<file path="src/rtl/pll_lock_pkg.sv">
package pll_lock_pkg;

  typedef struct packed {
    logic start;  // begin or restart a lock window
    logic stop;   // abandon the window, PLL going to power-down
  } relock_ev_t;

  function automatic logic [31:0] lock_len(input logic [31:0] xtal,
                                           input logic [31:0] thresh,
                                           input logic [31:0] short_len,
                                           input logic [31:0] long_len);
    return (xtal > thresh) ? long_len : short_len;
  endfunction

endpackage

</file>
<file path="src/rtl/pll_cfg_track.sv">
module pll_cfg_track
  import pll_lock_pkg::*;
#(
  parameter int XTAL_W = 5,
  parameter logic [XTAL_W-1:0] XTAL_RST = '0
) (
  input  logic              clk,
  input  logic              rst,
  input  logic              we,
  input  logic [XTAL_W-1:0] xtal,
  input  logic              pwrdn,
  input  logic              use_pll,
  output relock_ev_t        ev,
  output logic              pwrdn_d,
  output logic              use_d
);

  logic [XTAL_W-1:0] xtal_q;
  logic              pwrdn_q;
  logic              use_q;

  // Next values of the shadow fields, shared with the select logic.
  always_comb begin
    pwrdn_d  = we ? pwrdn   : pwrdn_q;
    use_d    = we ? use_pll : use_q;
    ev.stop  = we && pwrdn;
    ev.start = we && !pwrdn && ((xtal != xtal_q) || pwrdn_q);
  end

  always_ff @(posedge clk) begin
    if (rst) begin
      xtal_q  <= XTAL_RST;
      pwrdn_q <= 1'b1;
      use_q   <= 1'b0;
    end else begin
      if (we) xtal_q <= xtal;
      pwrdn_q <= pwrdn_d;
      use_q   <= use_d;
    end
  end

endmodule

</file>
<file path="src/rtl/pll_lock_count.sv">
module pll_lock_count
  import pll_lock_pkg::*;
#(
  parameter int XTAL_W = 5,
  parameter int CNT_W  = 14,
  parameter logic [31:0] THRESH    = 32'h0F,
  parameter logic [31:0] SHORT_LEN = 32'h1200,
  parameter logic [31:0] LONG_LEN  = 32'h2400
) (
  input  logic              clk,
  input  logic              rst,
  input  relock_ev_t        ev,
  input  logic [XTAL_W-1:0] xtal,
  output logic              ready,
  output logic              ready_d,
  output logic              done_d
);

  logic [CNT_W-1:0] cnt, cnt_d;
  logic             busy, busy_d;
  logic [31:0]      len_full;
  logic [CNT_W-1:0] load;

  always_comb begin
    len_full = lock_len(32'(xtal), THRESH, SHORT_LEN, LONG_LEN);
    load     = len_full[CNT_W-1:0];
  end

  always_comb begin
    cnt_d   = cnt;
    busy_d  = busy;
    ready_d = ready;
    done_d  = 1'b0;
    if (ev.stop) begin
      cnt_d   = '0;
      busy_d  = 1'b0;
      ready_d = 1'b0;
    end else if (ev.start) begin
      cnt_d   = load;
      busy_d  = 1'b1;
      ready_d = 1'b0;
    end else if (busy) begin
      cnt_d = cnt - 1'b1;
      if (cnt == CNT_W'(1)) begin
        busy_d  = 1'b0;
        ready_d = 1'b1;
        done_d  = 1'b1;
      end
    end
  end

  always_ff @(posedge clk) begin
    if (rst) begin
      cnt   <= '0;
      busy  <= 1'b0;
      ready <= 1'b0;
    end else begin
      cnt   <= cnt_d;
      busy  <= busy_d;
      ready <= ready_d;
    end
  end

endmodule

</file>
<file path="src/rtl/pll_lock_stat.sv">
module pll_lock_stat (
  input  logic clk,
  input  logic rst,
  input  logic done_d,
  input  logic ready_d,
  input  logic use_d,
  input  logic pwrdn_d,
  input  logic clr,
  input  logic mask,
  output logic raw,
  output logic irq,
  output logic sel
);

  always_ff @(posedge clk) begin
    if (rst) begin
      raw <= 1'b0;
      irq <= 1'b0;
      sel <= 1'b0;
    end else begin
      if (done_d)   raw <= 1'b1;
      else if (clr) raw <= 1'b0;
      irq <= raw & mask;
      sel <= use_d & ~pwrdn_d & ready_d;
    end
  end

endmodule

</file>
<file path="src/rtl/pll_lock_ctrl.sv">
module pll_lock_ctrl
  import pll_lock_pkg::*;
#(
  parameter int XTAL_W = 5,
  parameter logic [XTAL_W-1:0] XTAL_RST = '0,
  parameter logic [31:0] THRESH    = 32'h0F,
  parameter logic [31:0] SHORT_LEN = 32'h1200,
  parameter logic [31:0] LONG_LEN  = 32'h2400
) (
  input  logic              clk,
  input  logic              rst,
  input  logic              cfg_we,
  input  logic [XTAL_W-1:0] cfg_xtal,
  input  logic              cfg_pwrdn,
  input  logic              cfg_use_pll,
  input  logic              irq_clr,
  input  logic              irq_mask,
  output logic              lock_ready,
  output logic              lock_raw,
  output logic              lock_irq,
  output logic              sysclk_pll_sel
);

  localparam logic [31:0] MAX_LEN = (LONG_LEN > SHORT_LEN) ? LONG_LEN : SHORT_LEN;
  localparam int CNT_W = $clog2(MAX_LEN + 1);

  relock_ev_t ev;
  logic       pwrdn_d, use_d, ready_d, done_d;

  pll_cfg_track #(.XTAL_W(XTAL_W), .XTAL_RST(XTAL_RST)) u_cfg (
    .clk(clk), .rst(rst), .we(cfg_we), .xtal(cfg_xtal), .pwrdn(cfg_pwrdn),
    .use_pll(cfg_use_pll), .ev(ev), .pwrdn_d(pwrdn_d), .use_d(use_d)
  );

  pll_lock_count #(
    .XTAL_W(XTAL_W), .CNT_W(CNT_W), .THRESH(THRESH),
    .SHORT_LEN(SHORT_LEN), .LONG_LEN(LONG_LEN)
  ) u_cnt (
    .clk(clk), .rst(rst), .ev(ev), .xtal(cfg_xtal),
    .ready(lock_ready), .ready_d(ready_d), .done_d(done_d)
  );

  pll_lock_stat u_stat (
    .clk(clk), .rst(rst), .done_d(done_d), .ready_d(ready_d), .use_d(use_d),
    .pwrdn_d(pwrdn_d), .clr(irq_clr), .mask(irq_mask),
    .raw(lock_raw), .irq(lock_irq), .sel(sysclk_pll_sel)
  );

endmodule

</file>
<file path="config.mk">
export PLATFORM = sky130hd
export DESIGN_NAME = pll_lock_ctrl
export DESIGN_NICKNAME = d
export VERILOG_FILES = /design/src/rtl/pll_lock_pkg.sv /design/src/rtl/pll_cfg_track.sv /design/src/rtl/pll_lock_count.sv /design/src/rtl/pll_lock_stat.sv /design/src/rtl/pll_lock_ctrl.sv
export SDC_FILE = /design/constraint.sdc
export NUM_CORES = 1
export LEC_CHECK = 0
export ABC_CLOCK_PERIOD_IN_PS = 3100
export BUFFER_PORTS_ARGS = -buffer_cell sky130_fd_sc_hd__clkbuf_2
export CORE_ASPECT_RATIO = 1.25
export CORE_MARGIN = 8
export CORE_UTILIZATION = 51
export DETAILED_ROUTE_END_ITERATION = 8
export GPL_ROUTABILITY_DRIVEN = 0
export PLACE_DENSITY = 0.81
export SYNTH_ARGS = -nofsm -noshare
export SYNTH_HDL_FRONTEND = slang
export SYNTH_SLANG_ARGS = --single-unit
</file>
<file path="constraint.sdc">
create_clock -name clk -period 3.1 [get_ports clk]
set_input_delay 0.465 -clock clk [delete_from_list [all_inputs] [get_ports clk]]
set_output_delay 0.465 -clock clk [all_outputs]
set_load 0.05 [all_outputs]
</file>
* After elaboration in Yosys (flattened, before gate mapping)
Cells that the tools add are included.
** Operators by class
- Equal/unequal tests :: 2
- Add/sub/neg operators :: 1
- Multiplexer cells :: 18
- Reduce and logical (&&, ||, !) cells :: 8
- Magnitude comparators :: 1
- Bitwise logic cells :: 4
** Operator list (count)
- $mux W14 :: 3
- $mux W1 :: 15
- $eq A14 B1 Y1 const B :: 1
- $sub A14 B1 Y14 const B :: 1
- $gt A5 B4 Y1 const B :: 1
- $ne A5 B5 Y1 :: 1
- $reduce_bool A2 Y1 :: 2
- $and A1 B1 Y1 :: 3
- $logic_and A1 B1 Y1 :: 3
- $reduce_or A2 Y1 :: 1
- $logic_not A1 Y1 :: 1
- $logic_or A1 B1 Y1 :: 1
- $not A1 Y1 :: 1
** Word-level totals
- Flip-flop bits (word level) :: 26
- Logic and storage cells :: 43
- Input bits :: 12
- Output and inout port bits :: 4

* Longest topological paths before layout
- Depth in word-level cells :: 6
- Gate-level depth with buffers :: 7
- Mapped depth without buffers :: 7

* Hierarchy
A second synthesis with hierarchy kept.
** Unflattened totals
- Cell total of the unflattened synthesis :: 136
- Area total of the unflattened synthesis :: 1272.5 µm²
** By module, submodules not included
- pll_lock_count :: cells an instance 96, times used 1, area each 845.8 µm²
- pll_cfg_track :: cells an instance 31, times used 1, area each 331.6 µm²
- pll_lock_stat :: cells an instance 9, times used 1, area each 95.1 µm²

* Least setup slack after synthesis
OpenSTA, ideal clock, no wires.
- Path type :: input port to flip-flop
- From :: in cfg_xtal[0]
- To :: reg u_cnt.cnt[4]
- Setup time :: 70 ps
- Cell stages on the path :: 6
- Data arrival time :: 1402 ps
- Path buffers :: 1
- Path slack :: 1628 ps
- Cells stage by stage :: xnor2_1 -> nand4_1 -> o31ai_2 -> nand2_1 -> buf_2 -> a21oi_1
** Between the ends
- Longest elaborated chain between the ends :: 4
- Elaborated cells on any way between the ends :: 5
- Those cells by class :: eq/ne: 1; mux: 1; reduce/logical: 3
** RTL lines
- start: declaration :: line pll_lock_ctrl.sv:13 : input logic [XTAL_W-1:0] cfg_xtal,
- $ne A5 B5 Y1 (*) :: line pll_cfg_track.sv:27 : ev.start = we && !pwrdn && ((xtal != xtal_q) || pwrdn_q);
- $logic_or A1 B1 Y1 (*) :: line pll_cfg_track.sv:27
- $logic_and A1 B1 Y1 (*) :: line pll_cfg_track.sv:27
- $mux W14 or $reduce_bool A2 Y1 (tied branches)
- end signal: assignment :: line pll_lock_count.sv:58 : cnt <= cnt_d;
- end: declaration :: line pll_lock_count.sv:19 : logic [CNT_W-1:0] cnt, cnt_d;
Every way passes the cells marked *; elsewhere a longest branch is shown, timed or not.
A chain may end at the register's enable or synchronous reset.

* Final worst setup path
- From :: reg u_cfg.xtal_q[2]
- To :: reg u_cnt.cnt[1]
** Between the ends
- Longest elaborated chain between the ends :: 4
- Elaborated cells on any way between the ends :: 5
- Those cells by class :: eq/ne: 1; mux: 1; reduce/logical: 3
** RTL lines
- start: declaration :: line pll_cfg_track.sv:18 : logic [XTAL_W-1:0] xtal_q;
- start signal: assignment :: line pll_cfg_track.sv:36 : if (we) xtal_q <= xtal;
- $ne A5 B5 Y1 (*) :: line pll_cfg_track.sv:27
- $logic_or A1 B1 Y1 (*) :: line pll_cfg_track.sv:27
- $logic_and A1 B1 Y1 (*) :: line pll_cfg_track.sv:27
- $mux W14 or $reduce_bool A2 Y1 (tied branches)
Marked as above.

==> results.cfg <==
[status]
outcome = finished, final reports clean

[logic_synthesis]
ys_seq_elements = 26
synth_fp_nets = 145
syn_area_sq_um = 1210
synth-seq-area-share_pct = 42.9
ys_warn_count = 0
syn_inst = 131
synth_top_area_cell = dfxtp_1
synthDistinctLibCells = 38
synthTopCellsByArea = dfxtp_1 (43%), xnor2_1 (7.9%), nor2_1 (5.6%), mux2i_1 (4.9%), xor2_1 (3.6%)
avgSynthCellArea_sq_um = 9.26
synth_top_area_share_pct = 42.9

[worst_setup_path]
cp_top_family = compound AO/OA/AOI/OAI gates
arrival_ns = 1.95
worstSetupPathType = flip-flop to flip-flop
critPathSlowestCell = dfxtp_1
crit_fanout = 12
cp_cell_sequence = xnor2_1 > nand4_1 > o31ai_2 > nand2_1 > a211oi_1
worst_path_largest_cell_delay_ns = 0.34
crit_path_start_kind = flip-flop
crit_required_ns = 3.34
endpoint_kind = flip-flop
path_buf_inv = 0

[clock_network]
cts_buffers = 3
clk_latency_ns = 0.31
postCtsSetupRepairBufs = 0
cts_root_buffer = clkbuf_4
cts-hold-fix-buffers = 0
cts_resized = 0
cts_tree = done
clock-sinks = 26
clockBufferDepth = 2
cts.clk_slew.worst_paths_ns = 0.14
h-tree-depth = 1

[pwr]
ir_drop_mv = 0.356
power_density_nw_per_um2 = 507
p_total_uw = 691
p_leak_uw = 0.000542

[placed_design]
dpl.hpwl_mm = 1.79
port_buffers = 15
pre_cts_ws_ns = 1.16

[timing]
hold_viol_final = 0
period_needed_ns = 1.70
finalCritPeriodShare_pct = 54.9
fin_ws_ns = 1.40
skew_ns = 0.0103
fmax_mhz = 588
rsz0062_at_grt = false
relSlewSlack_pct = 72.3
setup_tns_ns = 0
drv_slew = 0
tightestPinTransition_ns = 0.413
setup_viol_count_final = 0
hold_ws_ns = 0.330

[final_layout]
area_delta_synth_final_pct = 12.2
drive_gt1_share_pct = 18.5
fin_nets = 161
antenna_cells = 0
layout_common_cells = dfxtp_1 (26), nor2_1 (18), clkbuf_2 (15), xnor2_1 (11), nand2_1 (8)
final_common_cell = dfxtp_1
nFillCells = 213
final_util_pct = 60.9

[detailed_routing]
postRouteAntennaNets = 0
via_per_inst = 5.16
drc = 0
wl_per_cell_um = 12.6
routed-via-count = 914
drt_iter0_markers = 19
drt_wl_total_mm = 2.22
drt-pass1-iter-count = 4

[floorplan]
die_x_um = 59.6
num_rows = 19
die_h_um = 70.5
core_area_sq_um = 2230
fp.dieArea_sq_um = 4210
ios = 16
start_util_pct = 54.3

[global_routing]
grt_pass1_vias = 981
gr-total-overflow = 0
track_usage_pct = 11.8
grt_pass1_wl_mm = 4.02
antenna_found_initial = 0
grt_max_degree = 16

[flow_run]
cap_violations = 0

[hold_path]
min_path_type = input port to flip-flop
final timing paths:
kind | from | endpoint | slack (ns) | depth (start not counted)
min | irq_mask | u_stat.irq | 0.33 | 3
max | u_cfg.xtal_q[2] | u_cnt.cnt[1] | 1.40 | 5
max reg2reg | u_cfg.xtal_q[2] | u_cnt.cnt[1] | 1.40 | 5
min reg2reg | u_stat.raw | u_stat.irq | 0.49 | 2
sequential cells by signal, indices dropped and copies added (netlist names):
| signal | cells |
|---|---|
| u_cfg.pwrdn_q | 1 |
| u_cfg.use_q | 1 |
| u_cfg.xtal_q | 5 |
| u_cnt.busy | 1 |
| u_cnt.cnt | 14 |
| u_cnt.ready | 1 |
| u_stat.irq | 1 |
| u_stat.raw | 1 |
| u_stat.sel | 1 |
metrics by stage:
| step | area, sq um | std cells |
|---|---|---|
| after floorplan | 1210 | 131 |
| after global placement | 1310 | 173 |
| after detailed placement | 1310 | 173 |
| after CTS | 1360 | 177 |
| after global routing | 1360 | 177 |
| final | 1360 | 177 |
cell families after synthesis:
logic type / after synthesis / synth area share, %
AO/OA/AOI/OAI: 16 / 8.25
XOR/XNOR: 16 / 11.5
adder cells (fa/ha/maj): 2 / 2.06
buffers and inverters: 7 / 2.47
flip-flops: 26 / 42.9
multiplexers: 6 / 4.95
AND/OR/NAND/NOR: 58 / 27.8
power by group:
part | leakage, uW | internal, uW | total, uW | switching [uW]
Sequential | 0.000212 | 350 | 367 | 17.2
Combinational | 0.000302 | 46.7 | 97.5 | 50.8
Clock | 0.0000279 | 131 | 226 | 95.3
Total | 0.000542 | 527 | 691 | 163
layout make-up:
cell class                      instances  area (sq um)  share of cell area, %
Sequential cell                        26           520                   38.2
Tap cell                               31          38.8                   2.85
Multi-Input combinational cell         98           663                   48.7
Clock buffer                            3          22.5                   1.65
Timing Repair Buffer                   15          75.1                   5.51
Inverter                                3          11.3                  0.827
Clock inverter                          1          30.0                   2.21
cell usage after synthesis, drive strengths merged:
| cell | n |
|---|---|
| o22ai | 1 |
| nand2 | 9 |
| and2b | 1 |
| clkbuf | 1 |
| or4 | 1 |
| or3 | 2 |
| a211oi | 1 |
| a31oi | 1 |
| mux2i | 6 |
| nand3b | 1 |
| ha | 2 |
| o211ai | 1 |
| nand3 | 3 |
| and4bb | 1 |
| nor3 | 6 |
| nand4 | 3 |
| inv | 3 |
| buf | 3 |
| o31ai | 3 |
| nor4 | 2 |
| xor2 | 5 |
| xnor2 | 11 |
| nand2b | 5 |
| or2 | 1 |
| nor2 | 19 |
| o21ai | 3 |
| nor3b | 2 |
| dfxtp | 26 |
| and4 | 1 |
| nor2b | 1 |
| a21oi | 6 |
layer usage:
layer	wire length [um]	track usage [%]	vias to the layer above
met5	0	0	-
met4	18	3.99	0
met3	59	3.25	2
met2	1240	21.7	9
met1	908	12.2	421
li1	-	-	482
worst reg2reg max path: stages, from the launching register on:
cell      delay (ns)
dfxtp_1         0.34
xnor2_1         0.19
nand4_1         0.17
o31ai_2         0.33
nand2_1         0.32
a211oi_1        0.29
No activity file was read; power rests on OpenSTA's default activity.
